==> config.mk <==
export PLATFORM = sky130hd
export DESIGN_NAME = rx_accept_filter
export DESIGN_NICKNAME = d
export VERILOG_FILES = /design/src/rtl/rxf_pkg.sv /design/src/rtl/rxf_datapath.sv /design/src/rtl/rxf_ctrl.sv /design/src/rtl/rx_accept_filter.sv
export SDC_FILE = /design/constraint.sdc
export NUM_CORES = 1
export LEC_CHECK = 0
export BUFFER_PORTS_ARGS = -buffer_cell sky130_fd_sc_hd__buf_4
export CAP_MARGIN = 10
export CORE_ASPECT_RATIO = 1.5
export CORE_MARGIN = 1
export CORE_UTILIZATION = 45
export CTS_CLUSTER_SIZE = 30
export DETAILED_ROUTE_END_ITERATION = 8
export GPL_ROUTABILITY_DRIVEN = 0
export GPL_TIMING_DRIVEN = 0
export HOLD_SLACK_MARGIN = 0.12
export PLACE_DENSITY = 0.73
export SLEW_MARGIN = 40
export SYNTH_ARGS = -nofsm -noshare
export SYNTH_HDL_FRONTEND = slang
export SYNTH_SLANG_ARGS = --single-unit
==> constraint.sdc <==
create_clock -name clk -period 2.3 [get_ports clk]
set_input_delay 0.115 -clock clk [delete_from_list [all_inputs] [get_ports clk]]
set_output_delay 0.115 -clock clk [all_outputs]
set_load 0.02 [all_outputs]
==> src/rtl/rxf_pkg.sv <==
package rxf_pkg;

  localparam int NUM_ERR = 4;
  localparam int STAT_W  = NUM_ERR + 2;
  localparam int ADDR_W  = 2;
  localparam int DATA_W  = 8;

  localparam logic [ADDR_W-1:0] ADDR_CMD  = 2'd0;
  localparam logic [ADDR_W-1:0] ADDR_MASK = 2'd1;
  localparam logic [ADDR_W-1:0] ADDR_STAT = 2'd2;

  // control settings handed to the datapath
  typedef struct packed {
    logic               goodEn;
    logic               earlyEn;
    logic [NUM_ERR-1:0] keepErr;
  } rxCfg_t;

  // event strobes handed from the datapath to the control
  typedef struct packed {
    logic               good;
    logic               early;
    logic [NUM_ERR-1:0] errSeen;
  } rxEvt_t;

endpackage

==> src/rtl/rxf_datapath.sv <==
module rxf_datapath
  import rxf_pkg::*;
#(
  parameter int EARLY_BYTES = 12
) (
  input  logic               clk,
  input  logic               rstN,
  input  logic               sofIn,
  input  logic               byteValid,
  input  logic               eofIn,
  input  logic [NUM_ERR-1:0] errFlags,
  input  rxCfg_t             cfg,
  output rxEvt_t             evt,
  output logic               frmDone,
  output logic               frmKeep,
  output logic               discardPulse,
  output logic               goodPulse,
  output logic               earlyPulse
);

  localparam int CNT_W = $clog2(EARLY_BYTES + 1);
  localparam logic [CNT_W-1:0] CNT_LIMIT = CNT_W'(EARLY_BYTES);
  localparam logic [CNT_W-1:0] CNT_LAST  = CNT_W'(EARLY_BYTES - 1);

  logic [CNT_W-1:0] byteCnt;
  logic [CNT_W-1:0] cntBase;
  logic [CNT_W-1:0] cntNext;
  logic             inFrame;
  logic             active;
  logic             byteTake;
  logic             earlyHit;
  logic             endNow;
  logic             dropNow;
  logic             doneQ, keepQ, discardQ, goodQ;
  logic [NUM_ERR-1:0] errQ;

  always_comb begin
    active   = sofIn | inFrame;
    cntBase  = sofIn ? '0 : byteCnt;
    byteTake = active & byteValid;
    cntNext  = (byteTake && (cntBase < CNT_LIMIT)) ? cntBase + 1'b1 : cntBase;
    earlyHit = byteTake && (cntBase == CNT_LAST);
    endNow   = eofIn & active;
    dropNow  = |(errFlags & ~cfg.keepErr);
  end

  always_ff @(posedge clk) begin
    if (!rstN) begin
      byteCnt  <= '0;
      inFrame  <= 1'b0;
      doneQ    <= 1'b0;
      keepQ    <= 1'b0;
      discardQ <= 1'b0;
      goodQ    <= 1'b0;
      errQ     <= '0;
    end else begin
      if (active) byteCnt <= cntNext;
      if (endNow)     inFrame <= 1'b0;
      else if (sofIn) inFrame <= 1'b1;
      doneQ    <= endNow;
      keepQ    <= endNow & ~dropNow;
      discardQ <= endNow & dropNow;
      goodQ    <= endNow & (errFlags == '0) & cfg.goodEn;
      errQ     <= endNow ? errFlags : '0;
    end
  end

  assign frmDone      = doneQ;
  assign frmKeep      = keepQ;
  assign discardPulse = discardQ;
  assign goodPulse    = goodQ;
  assign earlyPulse   = earlyHit & cfg.earlyEn;

  assign evt.good    = goodQ;
  assign evt.early   = earlyPulse;
  assign evt.errSeen = errQ;

  assert_done_after_eof_R3: assert property (@(posedge clk) disable iff (!rstN)
    frmDone |-> $past(eofIn));

  assert_discard_is_drop_R5: assert property (@(posedge clk) disable iff (!rstN)
    discardPulse |-> (frmDone && !frmKeep));

  assert_early_once_R6: assert property (@(posedge clk) disable iff (!rstN)
    earlyPulse |=> !earlyPulse);

  assert_good_kept_R7: assert property (@(posedge clk) disable iff (!rstN)
    goodPulse |-> (frmDone && frmKeep));

endmodule

==> src/rtl/rxf_ctrl.sv <==
module rxf_ctrl
  import rxf_pkg::*;
(
  input  logic              clk,
  input  logic              rstN,
  input  logic              regWrEn,
  input  logic [ADDR_W-1:0] regAddr,
  input  logic [DATA_W-1:0] regWrData,
  output logic [DATA_W-1:0] regRdData,
  input  rxEvt_t            evt,
  output rxCfg_t            cfg,
  output logic              rxIrq
);

  logic [DATA_W-1:0] cmdQ;
  logic              maskQ;
  logic [STAT_W-1:0] statQ;
  logic [STAT_W-1:0] statSet;
  logic [STAT_W-1:0] statClr;

  always_comb begin
    statSet = {evt.good, evt.early, evt.errSeen & cmdQ[NUM_ERR-1:0]};
    statClr = (regWrEn && regAddr == ADDR_STAT) ? regWrData[STAT_W-1:0] : '0;
  end

  always_ff @(posedge clk) begin
    if (!rstN) begin
      cmdQ  <= '0;
      maskQ <= 1'b0;
      statQ <= '0;
    end else begin
      if (regWrEn && regAddr == ADDR_CMD)  cmdQ  <= regWrData;
      if (regWrEn && regAddr == ADDR_MASK) maskQ <= regWrData[0];
      statQ <= (statQ & ~statClr) | statSet;
    end
  end

  always_comb begin
    regRdData = '0;
    case (regAddr)
      ADDR_CMD:  regRdData = cmdQ;
      ADDR_MASK: regRdData[0] = maskQ;
      ADDR_STAT: regRdData[STAT_W-1:0] = statQ;
      default:   regRdData = '0;
    endcase
  end

  assign cfg.keepErr = cmdQ[NUM_ERR-1:0];
  assign cfg.earlyEn = cmdQ[NUM_ERR];
  assign cfg.goodEn  = cmdQ[NUM_ERR+1];
  assign rxIrq       = (|statQ) & ~maskQ;

  assert_good_sets_status_R8: assert property (@(posedge clk) disable iff (!rstN)
    evt.good |=> statQ[STAT_W-1]);

  assert_status_sticky_R10: assert property (@(posedge clk) disable iff (!rstN)
    ((statQ != '0) && !(regWrEn && regAddr == ADDR_STAT)) |=> (statQ != '0));

endmodule

==> src/rtl/rx_accept_filter.sv <==
module rx_accept_filter
  import rxf_pkg::*;
#(
  parameter int EARLY_BYTES = 12
) (
  input  logic       clk,
  input  logic       rstN,
  input  logic       sofIn,
  input  logic       byteValid,
  input  logic       eofIn,
  input  logic       errOvf,
  input  logic       errCrc,
  input  logic       errOver,
  input  logic       errUnder,
  input  logic       regWrEn,
  input  logic [1:0] regAddr,
  input  logic [7:0] regWrData,
  output logic [7:0] regRdData,
  output logic       frmDone,
  output logic       frmKeep,
  output logic       discardPulse,
  output logic       earlyPulse,
  output logic       goodPulse,
  output logic       rxIrq
);

  rxCfg_t cfg;
  rxEvt_t evt;

  rxf_datapath #(.EARLY_BYTES(EARLY_BYTES)) u_dp (
    .clk          (clk),
    .rstN         (rstN),
    .sofIn        (sofIn),
    .byteValid    (byteValid),
    .eofIn        (eofIn),
    .errFlags     ({errUnder, errOver, errCrc, errOvf}),
    .cfg          (cfg),
    .evt          (evt),
    .frmDone      (frmDone),
    .frmKeep      (frmKeep),
    .discardPulse (discardPulse),
    .goodPulse    (goodPulse),
    .earlyPulse   (earlyPulse)
  );

  rxf_ctrl u_ctrl (
    .clk       (clk),
    .rstN      (rstN),
    .regWrEn   (regWrEn),
    .regAddr   (regAddr),
    .regWrData (regWrData),
    .regRdData (regRdData),
    .evt       (evt),
    .cfg       (cfg),
    .rxIrq     (rxIrq)
  );

endmodule

=== Yosys cells after proc, flatten, opt, wreduce, memory -nomap -nowiden ===
Index checks and enable logic that the tools add are counted.

* Add/subtract/negate cells: 1
* $mul: 0
* Div/mod/pow operators: 0
* Magnitude comparators: 1
* Equal/unequal tests: 3
* Shift operators: 0
* Multiplexer cells: 6
* Bitwise gates (word level): 18
* Reductions and logical operators: 11

{| class="wikitable"
|+ Operators by type and width
! kind !! number
|-
| $pmux 5 s2 || 1
|-
| $and 1x1->1 || 8
|-
| $and 4x4->4 || 2
|-
| $mux 4 || 2
|-
| $and 6x6->6 || 1
|-
| $mux 6 || 1
|-
| $not 6->6 || 1
|-
| $or 6x6->6 || 1
|-
| $reduce_or 6->1 || 1
|-
| $logic_and 1x1->1 || 5
|-
| $add 4x1->4 const B || 1
|-
| $eq 4x4->1 const B || 1
|-
| $logic_not 4->1 || 1
|-
| $lt 4x4->1 const B || 1
|-
| $not 4->4 || 1
|-
| $reduce_or 4->1 || 1
|-
| $not 1->1 || 3
|-
| $pmux 1 s3 || 1
|-
| $eq 2x1->1 const B || 1
|-
| $eq 2x2->1 const B || 1
|-
| $logic_not 2->1 || 1
|-
| $mux 2 || 1
|-
| $reduce_and 2->1 || 1
|-
| $reduce_or 2->1 || 1
|-
| $or 1x1->1 || 1
|}

* Register bits after elaboration: 28
* Bits in latches: 0
* Memory bits (writable): 0
* Bits in read-only memories: 0
* Input port bits: 20
* Output and inout bits: 14
* Logic and storage cells: 50
* Memories: 0

=== Logic depth before layout (Yosys ltp) ===
Gate-level depths: netlist of the first run.

* Word-level depth: 6
* Mapped depth: 6
* Mapped depth without buffers: 5

=== Modules after synthesis ===
A second synthesis of the first run with hierarchy kept.

* Cell total of the unflattened synthesis: 151
* Area total of the unflattened synthesis: 1342.5 um^2

{| class="wikitable"
|+ Modules (own cells, without submodules)
! module !! instances !! cells an instance !! area each (um^2) !! sequential area each (um^2)
|-
| rxf_ctrl || 1 || 93 || 813.3 || 300.3
|-
| rxf_datapath || 1 || 58 || 529.3 || 260.2
|}

=== Least setup slack after synthesis of the first run ===
OpenSTA, ideal clock, no wires.

* Path type: register to register
* From: register u_dp.byteCnt[1]
* To: register u_ctrl.statQ[4]
* Library setup time: 59 ps
* Arrival time: 1461 ps
* Data required time: 2241 ps
* Slack: 780 ps
* Stages on the path, launching flop included: 6
* Path buffers: 0
* Clock period less this slack: 1520 ps
* Cell sequence: dfxtp_1 nor2b_1 ha_1 o211ai_2 nor4_2 o21a_1

* Word-level cells in the longest chain between the ends: 5

{| class="wikitable"
|+ RTL lines
! item !! RTL line !! RTL
|-
| start, declared || rxf_datapath.sv:25 || <nowiki>logic [CNT_W-1:0] byteCnt;</nowiki>
|-
| start signal, assigned || rxf_datapath.sv:57 || <nowiki>if (active) byteCnt <= cntNext;</nowiki>
|-
| $mux 4 || rxf_datapath.sv:39 || <nowiki>cntBase = sofIn ? '0 : byteCnt;</nowiki>
|-
| $eq 4x4->1 || rxf_datapath.sv:42 || <nowiki>earlyHit = byteTake && (cntBase == CNT_LAST);</nowiki>
|-
| $logic_and 1x1->1 || rxf_datapath.sv:42 ||
|-
| $and 1x1->1 || rxf_datapath.sv:72 || <nowiki>assign earlyPulse = earlyHit & cfg.earlyEn;</nowiki>
|-
| net earlyPulse || rx_accept_filter.sv:22 || <nowiki>output logic earlyPulse,</nowiki>
|-
| $or 6x6->6 || rxf_ctrl.sv:34 || <nowiki>statQ <= (statQ & ~statClr) | statSet;</nowiki>
|-
| end signal, assigned || rxf_ctrl.sv:34 ||
|-
| end, declared || rxf_ctrl.sv:17 || <nowiki>logic [STAT_W-1:0] statQ;</nowiki>
|}

The timed path passes the listed nets, and every way through them passes these cells.
A chain may end at the register's enable or synchronous reset.

=== Worst setup path after layout of the first run ===
* From: register u_dp.byteCnt[1]
* To: output port earlyPulse

* Word-level cells in the longest chain between the ends: 4

{| class="wikitable"
|+ RTL lines
! item !! RTL line
|-
| $mux 4 || rxf_datapath.sv:39
|-
| $eq 4x4->1 || rxf_datapath.sv:42
|-
| $logic_and 1x1->1 || rxf_datapath.sv:42
|-
| $and 1x1->1 || rxf_datapath.sv:72
|-
| end, declared || rx_accept_filter.sv:22
|}

No other way between the ends.

==> impl_metrics.csv, run 1 <==
group,metric,value,unit
clock_tree,cts_max_level,1,
detailed_routing,via_count,1112,
yosys,synth_top_cell_by_area,"dfxtp_1",
yosys,synth_top_flop_cell,"dfxtp_1",
yosys,syn_area_per_cell,9.360,um2
floorplanning,dieArea,2942,um2
timing,finalWorstSetupSlack,479.9,ps
detailed_routing,drt_first_pass_iters,4,
timing,hold_viol_final,0,
detailed_routing,drt_iter0_drc,28,
worst_setup_path,arrival,1710,ps
floorplanning,start_util,0.4895,
yosys,syn-num-nets,152,
clock_tree,cts_tree,"yes",
clock_tree,hold_buffers,16,
power,worst_ir_drop_vdd,360.7,uV
worst_setup_path,cp_max_fo,3,
power,cellPowerDensity,509.5,nW/um2
detailed_routing,routedWlPerCell,13.24,um
timing,setup_tns,0,ps
power,p_leak,0.7299,nW
finish,nNetsFinal,205,
clock_tree,root_buffer,"clkbuf_4",
clock_tree,insertion_delay,340,ps
yosys,synth_cell_types,35,
finish,fin_util,0.6818,
timing,fmax,0.5494,GHz
yosys,synth_edf_count,0,
yosys,yosysMostFrequentCell,"dfxtp_1",
floorplanning,io_pins,34,
global_route,grt_pass1_wl,4961,um
clock_tree,cts_setup_buffers,0,
global_route,grt_max_degree,16,
yosys,yosys_warnings,0,
timing,finalSetupViolCount,0,
clock_tree,clockBufferDepth,2,
yosys,yosysSeqAreaShare,0.4571,
placement,pre_cts_slack,870.7,ps
clock_tree,clk_pin_slew,150,ps
yosys,yosys-top-cells-area,"dfxtp_1 46%, mux2i_1 12%, nor2_1 5.8%",
placement,dp_cells,199,
timing,fin_crit_sh,0.7914,
timing,worst_slew_pin_slew,541.1,ps
floorplanning,fp-row-count,22,
global_route,overflow,0,
timing,finClkSkew,18.38,ps
placement,io_buffers,32,
yosys,async_flop_share,0,
global_route,grt_pass1_vias,1126,
worst_hold_path,hold_path.class,"primary input to flop",
floorplanning,die_w,44.62,um
finish,drive_above_1_share,0.2678,
yosys,ys_ff_latch,28,
timing,min_period,1820,ps
worst_setup_path,start_kind,"flop",
clock_tree,cts_buffers,3,
placement,dp_hpwl,2054,um
yosys,synth_common_cells,"28 x dfxtp_1, 19 x nor2_1, 15 x mux2i_1",
yosys,synth_top_cell_area_share,0.4571,
clock_tree,cts_sinks,28,
global_route,grtUsageTotal,0.2262,
detailed_routing,drt.antenna.violating_nets,0,
clock_tree,post_cts_resized,0,
yosys,syn_area,1226,um2
detailed_routing,wl,2899,um
detailed_routing,drc_errors,0,
finish,syn_to_final_growth,39.29,%
timing,maxSlewViolCount,0,
yosys,syn_inst,131,
outcome,status,"completed",
timing,rsz0062_at_grt,"no",
worst_setup_path,path_class,"flop to output port",
job,maxCapViolCount,0,
floorplanning,die_y,65.93,um
detailed_routing,routed_via_density,5.078,
worst_setup_path,endpoint_kind,"output port",
timing,max_slew_margin,0.6392,
floorplanning,core,2505,um2
finish,diodes,0,
finish,instances_no_fill,219,
global_route,antenna_found_initial,0,
worst_setup_path,cp.required,2180,ps
## layer usage
metal	vias up	global-route usage	wire, um
li1	560	-	-
met4	0	0.09091	44
met2	30	0.4118	1480
met5	-	0	0
met3	4	0.02459	93
met1	518	0.2581	1279
## metrics by stage
stage	hold WS (ps)	total power [mW]	area, um2
3_3_place_gp	288.7	0.6152	1511
6_report	123.4	0.8702	1708
2_1_floorplan	186.6	0.5704	1226
5_1_grt	131.8	0.9020	1708
4_1_cts	127.5	0.8678	1708
3_5_place_dp	291.2	0.6192	1511
## path summary, 6_finish.rpt
check                                from                      endpoint  slack, ps  depth (start not counted)
max          u_dp.byteCnt[1]$_SDFFE_PN0N_                    earlyPulse        480                          5
min                                 sofIn  u_dp.byteCnt[0]$_SDFFE_PN0N_        120                          3
max reg2reg  u_dp.byteCnt[1]$_SDFFE_PN0N_    u_ctrl.statQ[4]$_SDFF_PN0_        930                          5
min reg2reg       u_dp.errQ[1]$_SDFF_PN0_    u_ctrl.statQ[1]$_SDFF_PN0_        500                          2
## final cells by class
cell class | instances | area [um2]
clock buffer | 4 | 36.28
inverter | 8 | 30.03
fill | 209 | 797.0
sequential | 28 | 560.5
buffer | 6 | 33.78
timing repair buffer | 48 | 400.4
multi-input combinational | 89 | 601.8
tap | 36 | 45.04
## flip-flops by register name, summed over array words and instances, names as in the netlist
name,cells
u_ctrl.statQ,6
u_dp.inFrame,1
u_dp.goodPulse,1
u_dp.frmDone,1
u_dp.frmKeep,1
u_ctrl.cmdQ,8
u_dp.errQ,4
u_dp.discardPulse,1
u_dp.byteCnt,4
u_ctrl.maskQ,1
## cells in the final DEF (no fill, tap or decap), types with 4 or more instances in the layout
| master | n |
|---|---|
| a21oi_1 | 6 |
| a311oi_1 | 4 |
| buf_4 | 34 |
| dfxtp_1 | 28 |
| dlygate4sd3_1 | 16 |
| inv_1 | 7 |
| mux2i_1 | 15 |
| nand2_1 | 6 |
| nor2_1 | 19 |
## critical path: stages (launching register included)
cell	delay, ps
dfxtp_1	330
nor2b_1	220
ha_1	200
o211ai_2	120
nor4_2	290
buf_4	200
## cells by family (layout without fill, tap and decap cells)
logic type	after synthesis	count (layout)	share of synthesized area
adders and majority gates	1	1	0.01020
AOI/OAI and AO/OA	25	25	0.1469
muxes	15	15	0.1224
and+or+nand+nor	48	48	0.2112
buffers and inverters	14	66	0.05203
DFF	28	28	0.4571
## where the power goes
group / switching, mW / internal [mW]
sequential: 0.00876 / 0.497
clock: 0.143 / 0.0971
combinational: 0.0558 / 0.0677
Note: power is estimated with default switching activity, not from simulation.
==> run 2: changes to the inputs <==
--- a/config.mk
+++ b/config.mk
@@ -5,6 +5,7 @@
 export SDC_FILE = /design/constraint.sdc
 export NUM_CORES = 1
 export LEC_CHECK = 0
+export ABC_AREA = 1
 export BUFFER_PORTS_ARGS = -buffer_cell sky130_fd_sc_hd__buf_4
 export CAP_MARGIN = 10
 export CORE_ASPECT_RATIO = 1.5
@@ -15,7 +16,7 @@
 export GPL_ROUTABILITY_DRIVEN = 0
 export GPL_TIMING_DRIVEN = 0
 export HOLD_SLACK_MARGIN = 0.12
-export PLACE_DENSITY = 0.73
+export PLACE_DENSITY = 0.76
 export SLEW_MARGIN = 40
 export SYNTH_ARGS = -nofsm -noshare
 export SYNTH_HDL_FRONTEND = slang
==> constraint.sdc (replaced) <==
create_clock -name clk -period 1.65 [get_ports clk]
set_input_delay 0.0825 -clock clk [delete_from_list [all_inputs] [get_ports clk]]
set_output_delay 0.0825 -clock clk [all_outputs]
set_load 0.02 [all_outputs]
==> impl_metrics.csv, run 2 <==
group,metric,value,unit
global_route,use_met2,0.4402,
finish,largest_reg_flops,8,
timing,fin_crit_sh,0.9236,
timing,finalWorstSetupSlack,126.0,ps
finish,fill_cells,225,
worst_setup_path,critPathMaxStageDelay,540,ps
clock_tree,insertion_delay,280,ps
worst_setup_path,arrival,1440,ps
worst_hold_path,holdPathEnd,"u_ctrl.maskQ$_SDFFE_PN0P_",
yosys,yosysMostFrequentCell,"nand2_1",
yosys,syn_inst,176,
detailed_routing,drt_first_pass_iters,4,
finish,regMostFlops,"u_ctrl.cmdQ",
global_route,antenna_found_initial,0,
worst_setup_path,r2r_end,"u_dp.goodPulse$_SDFF_PN0_",
finish,syn_to_final_growth,40.74,%
worst_setup_path,cp_max_fo,5,
floorplanning,die_y,66.71,um
worst_setup_path,crit_top_cell,"buf_4",
timing,finClkSkew,2.861,ps
finish,fin_area,1768,um2
floorplanning,start_util,0.4745,
power,p_leak,0.7999,nW
clock_tree,cts_max_level,1,
floorplanning,die_w,45.14,um
timing,fmax,0.6562,GHz
worst_setup_path,path_buf_inv,4,
timing,rsz0062_at_grt,"no",
finish,reg_top3,"u_ctrl.cmdQ (8), u_ctrl.statQ (6)",
finish,fin_util,0.6678,
yosys,synth_cell_types,24,
timing,hold_viol_final,0,
floorplanning,core,2648,um2
yosys,synth_edf_count,0,
detailed_routing,drc_errors,0,
detailed_routing,drt.antenna.violating_nets,0,
global_route,overflow,0,
worst_hold_path,hold_path.class,"primary input to flop",
floorplanning,dieArea,3011,um2
clock_tree,cts_sinks,28,
timing,max_slew_margin,0.7977,
finish,instances_no_fill,266,
detailed_routing,via_count,1279,
worst_setup_path,r2r_setup_slack,470,ps
yosys,synth_top_flop_cell,"dfxtp_1",
finish,drive_above_1_share,0.2533,
detailed_routing,wl,3187,um
worst_setup_path,slowest_stage,"dlygate4sd3_1",
timing,whs,137.2,ps
global_route,grt_pass1_vias,1203,
global_route,use_met1,0.2243,
yosys,yosysSeqAreaShare,0.4462,
finish,nNetsFinal,251,
global_route,grt_max_degree,16,
finish,multi_input_area,588.1,um2
clock_tree,clk_pin_slew,90,ps
yosys,synth_top_cell_area_share,0.4462,
worst_setup_path,critPathTopFamily,"buffers and inverters",
global_route,grtUsageTotal,0.2320,
floorplanning,io_pins,34,
worst_setup_path,endpoint_kind,"output port",
placement,io_buffers,33,
floorplanning,fp-row-count,23,
yosys,syn_area_per_cell,7.138,um2
clock_tree,clockBufferDepth,2,
clock_tree,root_buffer,"clkbuf_8",
worst_setup_path,start_kind,"primary input",
yosys,ys_ff_latch,28,
power,worst_ir_drop_vdd,648.4,uV
clock_tree,cts_buffers,3,
yosys,yosys_warnings,0,
placement,pre_cts_slack,497.5,ps
detailed_routing,drt_iter0_drc,42,
worst_hold_path,hp-start,"regWrEn",
global_route,use_met3,0.04065,
placement,dp_cells,246,
clock_tree,cts_tree,"yes",
yosys,syn_area,1256,um2
finish,layout.area.seq,560.5,um2
finish,mostFrequentLayoutCells,"35 x nand2_1, 33 x nor2_1, 33 x buf_4",
global_route,gr-max-usage-layer,"met2",
worst_setup_path,reg2reg_depth,3,
timing,min_period,1524,ps
timing,setup_tns,0,ps
yosys,syn-num-nets,197,
power,cellPowerDensity,755.6,nW/um2
yosys,yosys-top-cells-area,"dfxtp_1 45%, nand2_1 10%, nor2_1 10%",
placement,place_area,1550,um2
worst_setup_path,path_class,"primary input to output port",
worst_setup_path,cp.required,1570,ps
yosys,async_flop_share,0,
yosys,synth_common_cells,"35 x nand2_1, 34 x nor2_1, 28 x dfxtp_1",
timing,finalSetupViolCount,0,
timing,maxSlewViolCount,0,
detailed_routing,routed_via_density,4.808,
worst_setup_path,crit_chain,"dlygate4sd3_1 -> buf_4 -> nor2_2 -> ha_1 -> nand3_1 -> inv_1 -> buf_4",
power,power.total,1.336,mW
outcome,status,"completed",
finish,diodes,0,
finish,final_common_cell,"nand2_1",
yosys,synth_top_cell_by_area,"dfxtp_1",
global_route,grt_pass1_wl,5030,um
timing,worst_slew_pin_slew,303.4,ps
detailed_routing,routedWlPerCell,11.98,um
worst_setup_path,r2r-start,"u_ctrl.cmdQ[5]$_SDFFE_PN0P_",
worst_hold_path,whs_path_depth,3,
placement,dp_hpwl,2276,um
job,maxCapViolCount,0,
## run 2: changes by cell type after synthesis, sizes merged, moves of 3 or more
cell / delta
nor4: -3
nor2: +19
a311oi: -4
inv: +17
a21oi: +5
nand3: +13
nor3b: -3
o21a: -3
mux2i: -15
buf: -4
nand2: +31
o21ai: +10
## run 2: cell type report
type | count | share of cell area
sequential | 28 | 0.3171
buffer | 2 | 0.009200
clock buffer | 4 | 0.03114
tap | 37 | 0.02619
multi-input combinational | 121 | 0.3326
timing repair buffer | 49 | 0.2307
inverter | 25 | 0.05308
## run 2: layer usage
metal  part of all wire  up-vias
met2               0.56       37
met4              0.017        0
li1                   -      655
met5                  0        -
met1               0.39      582
met3              0.039        5
## run 2: repair_timing
action,4_1_cts,5_1_grt
setup buffers,0,0
hold buffers,16,0
setup endpoints to repair,0,1
gates resized for setup,0,1
hold endpoints to repair,22,0
## run 2: tightest hold or removal path, cell delays in order
cell,delay [ps]
buf_4,130
nand3_1,100
a21oi_1,70
## run 2: worst max path at each step
stage                                  from    endpoint  slack (ps)  cells past startpoint
6_report                              sofIn  earlyPulse         130                      7
4_1_cts                               sofIn  earlyPulse          60                      7
3_3_place_gp   u_dp.byteCnt[0]$_SDFFE_PN0N_  earlyPulse         540                      6
5_1_grt                               sofIn  earlyPulse          40                      7
3_5_place_dp   u_dp.byteCnt[0]$_SDFFE_PN0N_  earlyPulse         500                      6
2_1_floorplan  u_dp.byteCnt[0]$_SDFFE_PN0N_  earlyPulse         670                      5
## run 2: cell families (layout without fill, tap and decap cells)
group / count (synthesis) / after routing / synth area share
AND/OR/NAND/NOR: 95 / 95 / 0.3397
AO/OA/AOI/OAI: 25 / 25 / 0.1165
buffers and inverters: 27 / 80 / 0.08764
adder cells (fa/ha/maj): 1 / 1 / 0.009959
flip-flops: 28 / 28 / 0.4462
## run 2: power breakdown
group | internal (mW) | switching (mW)
sequential | 0.696 | 0.0130
combinational | 0.0942 | 0.105
clock | 0.214 | 0.213
